`src/rtl/qe_pkg.sv`:
```
`timescale 1ns/1ps
package qe_pkg;
  localparam logic [7:0] OPC_RD_CFG  = 8'h35;
  localparam logic [7:0] OPC_WR_EN   = 8'h06;
  localparam logic [7:0] OPC_WR_CFG  = 8'h31;
  localparam logic [7:0] OPC_RD_STAT = 8'h05;
  localparam logic [7:0] FILL_BYTE   = 8'h00;

  typedef enum logic [2:0] {
    STEP_CHECK, STEP_WEN, STEP_WRITE, STEP_POLL, STEP_DONE, STEP_FAIL
  } step_t;

  typedef enum logic [1:0] {
    XF_GAP, XF_LAUNCH, XF_WAIT, XF_EVAL
  } xfer_t;
endpackage

```
`src/rtl/qe_clkdiv.sv`:
```
`timescale 1ns/1ps
module qe_clkdiv #(
  parameter int HALF = 2
) (
  input  logic clk,
  input  logic rst,
  input  logic run,
  output logic tick
);
  localparam int CW = (HALF > 1) ? $clog2(HALF) : 1;
  logic [CW-1:0] cnt;

  always_ff @(posedge clk) begin
    if (rst || !run) begin
      cnt  <= '0;
      tick <= 1'b0;
    end else if (cnt == CW'(HALF - 1)) begin
      cnt  <= '0;
      tick <= 1'b1;
    end else begin
      cnt  <= cnt + 1'b1;
      tick <= 1'b0;
    end
  end
endmodule

```
`src/rtl/qe_spi_byte.sv`:
```
`timescale 1ns/1ps
module qe_spi_byte #(
  parameter int HALF = 2
) (
  input  logic       clk,
  input  logic       rst,
  input  logic       start,
  input  logic [7:0] tx,
  input  logic       miso,
  output logic       sclk,
  output logic       mosi,
  output logic       fin,
  output logic [7:0] rx
);
  logic       active;
  logic       samp_pend;
  logic       tick;
  logic [2:0] bit_idx;
  logic [7:0] tx_sh;
  logic [7:0] rx_sh;

  qe_clkdiv #(.HALF(HALF)) u_div (
    .clk  (clk),
    .rst  (rst),
    .run  (active),
    .tick (tick)
  );

  always_ff @(posedge clk) begin
    if (rst) begin
      active    <= 1'b0;
      samp_pend <= 1'b0;
      bit_idx   <= '0;
      tx_sh     <= '0;
      rx_sh     <= '0;
      sclk      <= 1'b0;
      mosi      <= 1'b0;
      fin       <= 1'b0;
    end else begin
      fin       <= 1'b0;
      samp_pend <= 1'b0;
      // capture one system clock after the rising serial edge
      if (samp_pend) rx_sh <= {rx_sh[6:0], miso};
      if (start && !active) begin
        active  <= 1'b1;
        tx_sh   <= tx;
        mosi    <= tx[7];
        bit_idx <= '0;
        sclk    <= 1'b0;
      end else if (active && tick) begin
        if (!sclk) begin
          sclk      <= 1'b1;
          samp_pend <= 1'b1;
        end else begin
          sclk <= 1'b0;
          if (bit_idx == 3'd7) begin
            active <= 1'b0;
            fin    <= 1'b1;
          end else begin
            tx_sh   <= {tx_sh[6:0], 1'b0};
            mosi    <= tx_sh[6];
            bit_idx <= bit_idx + 1'b1;
          end
        end
      end
    end
  end

  assign rx = rx_sh;
endmodule

```
`src/rtl/qe_sequencer.sv`:
```
`timescale 1ns/1ps
module qe_sequencer #(
  parameter int         CLK_DIV    = 4,
  parameter logic [7:0] TARGET     = 8'h02,
  parameter int         POLL_LIMIT = 1024
) (
  input  logic clk,
  input  logic rst,
  output logic sclk,
  output logic cs_n,
  output logic mosi,
  input  logic miso,
  output logic done,
  output logic error
);
  import qe_pkg::*;

  localparam int HALF = CLK_DIV / 2;
  localparam int GAP  = CLK_DIV;
  localparam int GW   = $clog2(GAP + 1);
  localparam int PW   = $clog2(POLL_LIMIT + 1);

  if (CLK_DIV < 2 || (CLK_DIV % 2) != 0) begin : g_div_check
    $error("CLK_DIV must be a positive even number");
  end

  step_t       step;
  xfer_t       xf;
  logic        byte_idx;
  logic [GW-1:0] gap_cnt;
  logic [PW-1:0] poll_cnt;
  logic [7:0]  status_q;
  logic        b_start;
  logic [7:0]  b_tx;
  logic        b_fin;
  logic [7:0]  b_rx;
  logic [7:0]  op_byte;
  logic [7:0]  arg_byte;
  logic        two_bytes;

  always_comb begin
    op_byte   = OPC_RD_CFG;
    arg_byte  = FILL_BYTE;
    two_bytes = 1'b1;
    case (step)
      STEP_CHECK: op_byte = OPC_RD_CFG;
      STEP_WEN: begin
        op_byte   = OPC_WR_EN;
        two_bytes = 1'b0;
      end
      STEP_WRITE: begin
        op_byte  = OPC_WR_CFG;
        arg_byte = TARGET;
      end
      STEP_POLL: op_byte = OPC_RD_STAT;
      default:   op_byte = OPC_RD_CFG;
    endcase
  end

  qe_spi_byte #(.HALF(HALF)) u_shift (
    .clk   (clk),
    .rst   (rst),
    .start (b_start),
    .tx    (b_tx),
    .miso  (miso),
    .sclk  (sclk),
    .mosi  (mosi),
    .fin   (b_fin),
    .rx    (b_rx)
  );

  always_ff @(posedge clk) begin
    if (rst) begin
      step     <= STEP_CHECK;
      xf       <= XF_GAP;
      byte_idx <= 1'b0;
      gap_cnt  <= '0;
      poll_cnt <= '0;
      status_q <= '0;
      b_start  <= 1'b0;
      b_tx     <= '0;
      cs_n     <= 1'b1;
      done     <= 1'b0;
      error    <= 1'b0;
    end else begin
      b_start <= 1'b0;
      case (xf)
        XF_GAP: begin
          if (step != STEP_DONE && step != STEP_FAIL) begin
            if (gap_cnt == GW'(GAP - 1)) begin
              gap_cnt <= '0;
              xf      <= XF_LAUNCH;
            end else begin
              gap_cnt <= gap_cnt + 1'b1;
            end
          end
        end
        XF_LAUNCH: begin
          cs_n    <= 1'b0;
          b_start <= 1'b1;
          b_tx    <= byte_idx ? arg_byte : op_byte;
          xf      <= XF_WAIT;
        end
        XF_WAIT: begin
          if (b_fin) begin
            status_q <= b_rx;
            if (!byte_idx && two_bytes) begin
              byte_idx <= 1'b1;
              xf       <= XF_LAUNCH;
            end else begin
              byte_idx <= 1'b0;
              cs_n     <= 1'b1;
              xf       <= XF_EVAL;
            end
          end
        end
        default: begin
          xf <= XF_GAP;
          case (step)
            STEP_CHECK: begin
              if (status_q == TARGET) begin
                step <= STEP_DONE;
                done <= 1'b1;
              end else begin
                step <= STEP_WEN;
              end
            end
            STEP_WEN:   step <= STEP_WRITE;
            STEP_WRITE: begin
              step     <= STEP_POLL;
              poll_cnt <= '0;
            end
            STEP_POLL: begin
              if (!status_q[0]) begin
                step <= STEP_DONE;
                done <= 1'b1;
              end else if (poll_cnt == PW'(POLL_LIMIT - 1)) begin
                step  <= STEP_FAIL;
                error <= 1'b1;
              end else begin
                poll_cnt <= poll_cnt + 1'b1;
              end
            end
            default: step <= step;
          endcase
        end
      endcase
    end
  end
endmodule

```
`config.mk`:
```
export PLATFORM = sky130hd
export DESIGN_NAME = qe_sequencer
export DESIGN_NICKNAME = d
export VERILOG_FILES = /design/src/rtl/qe_pkg.sv /design/src/rtl/qe_clkdiv.sv /design/src/rtl/qe_spi_byte.sv /design/src/rtl/qe_sequencer.sv
export SDC_FILE = /design/constraint.sdc
export NUM_CORES = 1
export LEC_CHECK = 0
export ABC_AREA = 1
export CORE_ASPECT_RATIO = 1.25
export CORE_UTILIZATION = 40
export CTS_CLUSTER_DIAMETER = 30
export CTS_CLUSTER_SIZE = 30
export DETAILED_ROUTE_END_ITERATION = 10
export GPL_ROUTABILITY_DRIVEN = 1
export PLACE_DENSITY_LB_ADDON = 0.2
export SLEW_MARGIN = 20
export SYNTH_ARGS = -nofsm -noshare
export SYNTH_HDL_FRONTEND = slang
export SYNTH_SLANG_ARGS = --single-unit
```
`constraint.sdc`:
```
create_clock -name clk -period 1.75 [get_ports clk]
set_clock_uncertainty 0.2 [all_clocks]
set_input_delay 0.35 -clock clk [delete_from_list [all_inputs] [get_ports clk]]
set_output_delay 0.35 -clock clk [all_outputs]
set_load 0.05 [all_outputs]
```
* After elaboration in Yosys (flattened, before gate mapping)
Cells that the tools add are included.
Cells by class: mux-type cells 40, bitwise gates (word level) 4, reduce and logical (&&, ||, !) cells 32, add/sub/neg operators 4, equality and inequality tests 21
Operator list (count):
- $mux 7 | 4
- $mux 11 | 2
- $pmux 11 s2 | 1
- $mux 1 | 18
- $pmux 6 s3 | 1
- $reduce_and 3->1 | 6
- $ne 2x2->1 const B | 7
- $mux 3 | 4
- $pmux 3 s4 | 1
- $reduce_and 4->1 | 3
- $reduce_bool 2->1 | 6
- $add 11x1->11 const B | 1
- $eq 11x10->1 const B | 1
- $mux 2 | 5
- $eq 3x2->1 const B | 3
- $ne 3x3->1 const B | 3
- $eq 8x2->1 const B | 1
- $mux 8 | 1
- $add 3x1->3 const B | 2
- $pmux 2 s3 | 1
- $reduce_or 3->1 | 2
- $logic_and 1x1->1 | 4
- $ne 2x1->1 const B | 2
- $not 1->1 | 4
- 14 further kinds | 18
Storage, ports and cells: output and inout port bits 5, logic and storage cells 122, register bits 65, input bits 3

* Longest topological paths before layout
depth after elaboration 6, mapped depth 9

* Cells and area by module
A second synthesis with hierarchy kept.
Second synthesis, totals: cell total of the unflattened synthesis 406, area, all modules 2876.5 um^2
By module, submodules not included:
- qe_sequencer | sequential area each 720.7 um^2, times used 1, area an instance 1828.0 um^2, cells an instance 269
- qe_spi_byte | sequential area each 460.4 um^2, times used 1, area an instance 989.7 um^2, cells an instance 130
- qe_clkdiv | sequential area each 40.0 um^2, times used 1, area an instance 58.8 um^2, cells an instance 7

* Worst setup path before layout
No wires, ideal clock.
kind register to register, start point register u_shift.sclk, end point register u_shift.tx_sh[0], required time 1.429 ns, slack 0.067 ns, arrival time 1.362 ns, stages on the path, launching flop included 7, buffers on the path 1, cell sequence dfxtp_1 -> nand2_1 -> nor2_1 -> buf_2 -> nor2_1 -> nand3_1 -> o21ai_0
Between the ends: cells in the longest elaborated chain, start to end 2
Ends and longest elaborated chain:
- from (decl) | RTL line qe_spi_byte.sv:10 | output logic sclk,
- from (signal assigned) | RTL line qe_spi_byte.sv:36 | sclk <= 1'b0;
- from (signal assigned) | RTL line qe_spi_byte.sv:49 | sclk <= 1'b0;
- from (signal assigned) | RTL line qe_spi_byte.sv:52 | sclk <= 1'b1;
- $reduce_bool 2->1 (no source line)
- $reduce_and 3->1 (no source line)
- to (signal assigned) | RTL line qe_spi_byte.sv:46 | tx_sh <= tx;
- to (signal assigned) | RTL line qe_spi_byte.sv:60 | tx_sh <= {tx_sh[6:0], 1'b0};
- to (decl) | RTL line qe_spi_byte.sv:19 | logic [7:0] tx_sh;
No other way between the ends. A chain may end at the register's enable or synchronous reset.

* Worst setup path in the final report
start point register poll_cnt[0], end point register step[2]
Between the ends: cells in the longest elaborated chain, start to end 3
Ends and longest elaborated chain:
- from (decl) | RTL line qe_sequencer.sv:31 | logic [PW-1:0] poll_cnt;
- from (signal assigned) | RTL line qe_sequencer.sv:141 | poll_cnt <= poll_cnt + 1'b1;
- $eq 11x10->1 | RTL line qe_sequencer.sv:137 | end else if (poll_cnt == PW'(POLL_LIMIT - 1)) begin
- $ne 3x3->1 (no source line)
- $reduce_and 3->1 (no source line)
- to (signal assigned) | RTL line qe_sequencer.sv:144 | default: step <= step;
- to (decl) | RTL line qe_sequencer.sv:27 | step_t step;
No other way between the ends.

==> impl_metrics.env <==
export IMPL_status="finished, final reports clean"
export IMPL_io_pins=8
export IMPL_dp_slack_ns=0.0194
export IMPL_synth_edf_count=0
export IMPL_hpwl_mm=4.07
export IMPL_maxSlewViolCount=0
export IMPL_cap_violations=0
export IMPL_crit_chain="ha_2 -> nand3_2 -> buf_4 -> inv_1 -> nand3_2 -> a21oi_2 -> nand2_1 -> a21oi_2"
export IMPL_end_kind="flip-flop"
export IMPL_ys_warn_count=0
export IMPL_layout_setup_ws_ns=0.132
export IMPL_placed_cell_area_mm2=0.00302
export IMPL_drt_iter0_drc=86
export IMPL_syn_to_final_growth_pct=24.8
export IMPL_port_buffers=7
export IMPL_finalNetCount=418
export IMPL_htreeDepth=3
export IMPL_path_max_fanout=3
export IMPL_crit_start="poll_cnt[0]$_SDFFE_PP0P_"
export IMPL_final_cells=501
export IMPL_fin_area_mm2=0.00330
export IMPL_core_mm2=0.00629
export IMPL_cts_root_buffer="clkbuf_8"
export IMPL_syn_area_mm2=0.00265
export IMPL_period_share=0.924
export IMPL_dp_cells=485
export IMPL_cp_data_arrival_time_ns=1.70
export IMPL_clk_pin_slew_ns=0.07
export IMPL_crit_path_start_kind="flip-flop"
export IMPL_die_area_mm2=0.00694
export IMPL_synth_flop_cell="dfxtp_1"
export IMPL_synthArstFlopShare=0
export IMPL_crit_slowest_cell="dfxtp_1"
export IMPL_synth_most_common_cell="nand2_1"
export IMPL_grt_pass1_vias=2286
export IMPL_first_pass_iters=4
export IMPL_synthCells=377
export IMPL_core_rowCount=32
export IMPL_postCtsSetupRepairBufs=0
export IMPL_synth_area_leader_cell="dfxtp_1"
export IMPL_hold_ws_ns=0.215
export IMPL_final_antenna_net_count=0
export IMPL_finalWirelength_mm=5.54
export IMPL_p_leak_nw=1.35
export IMPL_die_x_um=74.7
export IMPL_dieHeight_um=92.9
export IMPL_hold_path_startpoint="u_shift.u_div.cnt$_SDFF_PP0_"
export IMPL_place_congestion=0.797
export IMPL_grt_pass1_wl_mm=9.65
export IMPL_post_route_drc_count=0
export IMPL_drive_above_1_share=0.159
export IMPL_synth_avg_cell_area_um2=7.02
export IMPL_hold_path_class="reg -> reg"
export IMPL_cts_sinks=61
export IMPL_ys_top_cells_by_area="dfxtp_1 46%, nand2_1 12%, nor2_1 10%, a21oi_1 6.6%, inv_1 6.2%"
export IMPL_fin_util=0.525
export IMPL_fin_crit_ns=1.62
export IMPL_n_antenna_cell=0
export IMPL_synth_ff_latch_count=61
export IMPL_r2r_slack_ns=0.13
export IMPL_ctsHoldBuffers=0
export IMPL_synth_common_cells="85 x nand2_1, 71 x nor2_1, 61 x dfxtp_1"
export IMPL_crit_family="flip-flops"
export IMPL_syn_nets=384
export IMPL_start_util=0.421
export IMPL_crit_type="reg -> reg"
export IMPL_cpPeakStageDelay_ns=0.34
export IMPL_critPathBufInv=2
export IMPL_cts_made_buffers=9
export IMPL_seq_area_frac_synth=0.462
export IMPL_hold_viol_final=0
export IMPL_fillers=624
export IMPL_p_per_area_mw_per_mm2=1070
export IMPL_grt_max_degree=26
export IMPL_worst_pin_slew_ns=0.315
export IMPL_cts_tree="built"
export IMPL_vdd_ir_drop_worst_mv=0.686
export IMPL_p_total_mw=3.55
export IMPL_gr_usage_all_layers=0.186
export IMPL_setup_viol=0
export IMPL_r2r_start="poll_cnt[0]$_SDFFE_PP0P_"
export IMPL_wire_per_inst_um=11.1
export IMPL_finalSetupTns_ns=0
export IMPL_via_per_inst=4.81
export IMPL_fmax_ghz=0.618
export IMPL_insertion_delay_ns=0.34
export IMPL_ys_types=27
export IMPL_antenna_found_initial=0
export IMPL_yosysTopAreaCellShare=0.462
export IMPL_worst_ep_required_time_ns=1.83
export IMPL_slew_headroom=0.789
export IMPL_vias=2409
export IMPL_clockBufferDepth=2
export IMPL_grt_overflow_total=0
-- path summary, 6_finish.rpt --
kind	end	cells after the start
min reg2reg	u_shift.u_div.cnt$_SDFF_PP0_	1
max reg2reg	step[2]$_SDFFE_PP0P_	8
min	u_shift.u_div.cnt$_SDFF_PP0_	1
max	step[2]$_SDFFE_PP0P_	8
-- sequential cells by signal, summed over array words and instances (netlist names), 2 cells and up --
| signal | cells |
|---|---|
| b_tx | 4 |
| gap_cnt | 3 |
| poll_cnt | 11 |
| status_q | 8 |
| step | 3 |
| u_shift.bit_idx | 3 |
| u_shift.rx | 8 |
| u_shift.tx_sh | 7 |
| xf | 2 |
-- layer usage --
metal | routed length [um] | track usage | up-vias
met4 | 113 | 0.0912 | 0
met5 | 0 | 0 | -
li1 | - | - | 1283
met1 | 2570 | 0.213 | 1085
met2 | 2670 | 0.305 | 30
met3 | 188 | 0.0598 | 11
-- repair_timing --
action                     4_1_cts  5_1_grt
setup endpoints to repair        0       25
hold endpoints to repair         0        0
gates resized for setup          0       13
-- cells by family after synthesis --
| kind of cell | synth area share |
|---|---|
| flops | 0.462 |
| compound gates | 0.127 |
| buf+inv | 0.0781 |
| fa+ha+maj | 0.0189 |
| simple gates | 0.315 |
-- report_power, final --
| part | total [mW] | internal (mW) | leakage (nW) | switching, mW |
|---|---|---|---|---|
| clock | 1.49 | 0.955 | 0.126 | 0.535 |
| sequential | 1.56 | 1.49 | 0.493 | 0.0726 |
| combinational | 0.491 | 0.194 | 0.731 | 0.297 |
-- cell type report --
class / instances / area, um2 / share of cell area
clock inverters: 3 / 65.1 / 0.0197
repair buffers: 30 / 293 / 0.0887
well taps: 85 / 106 / 0.0322
inverters: 46 / 178 / 0.0538
clock buffers: 13 / 179 / 0.0542
multi-input cells: 263 / 1260 / 0.381
flip-flops and latches: 61 / 1220 / 0.371
-- cell usage in the layout, fill, tap and decap left out, drive strengths merged --
| cell | netlist | routed |
|---|---|---|
| a211oi | 1 | 1 |
| a21oi | 35 | 35 |
| a22oi | 1 | 1 |
| a31oi | 5 | 5 |
| buf | 2 | 28 |
| bufinv | 0 | 2 |
| clkbuf | 5 | 13 |
| clkdlybuf4s50 | 0 | 2 |
| clkinv | 1 | 2 |
| dfxtp | 61 | 61 |
| ha | 4 | 4 |
| inv | 45 | 45 |
| nand2 | 88 | 88 |
| nand3 | 18 | 18 |
| nand3b | 1 | 1 |
| nand4 | 5 | 5 |
| nor2 | 72 | 72 |
| nor3 | 9 | 9 |
| nor3b | 2 | 2 |
| o211ai | 2 | 2 |
| o21ai | 19 | 19 |
| or2 | 1 | 1 |
No activity file was read; power rests on OpenSTA's default activity.
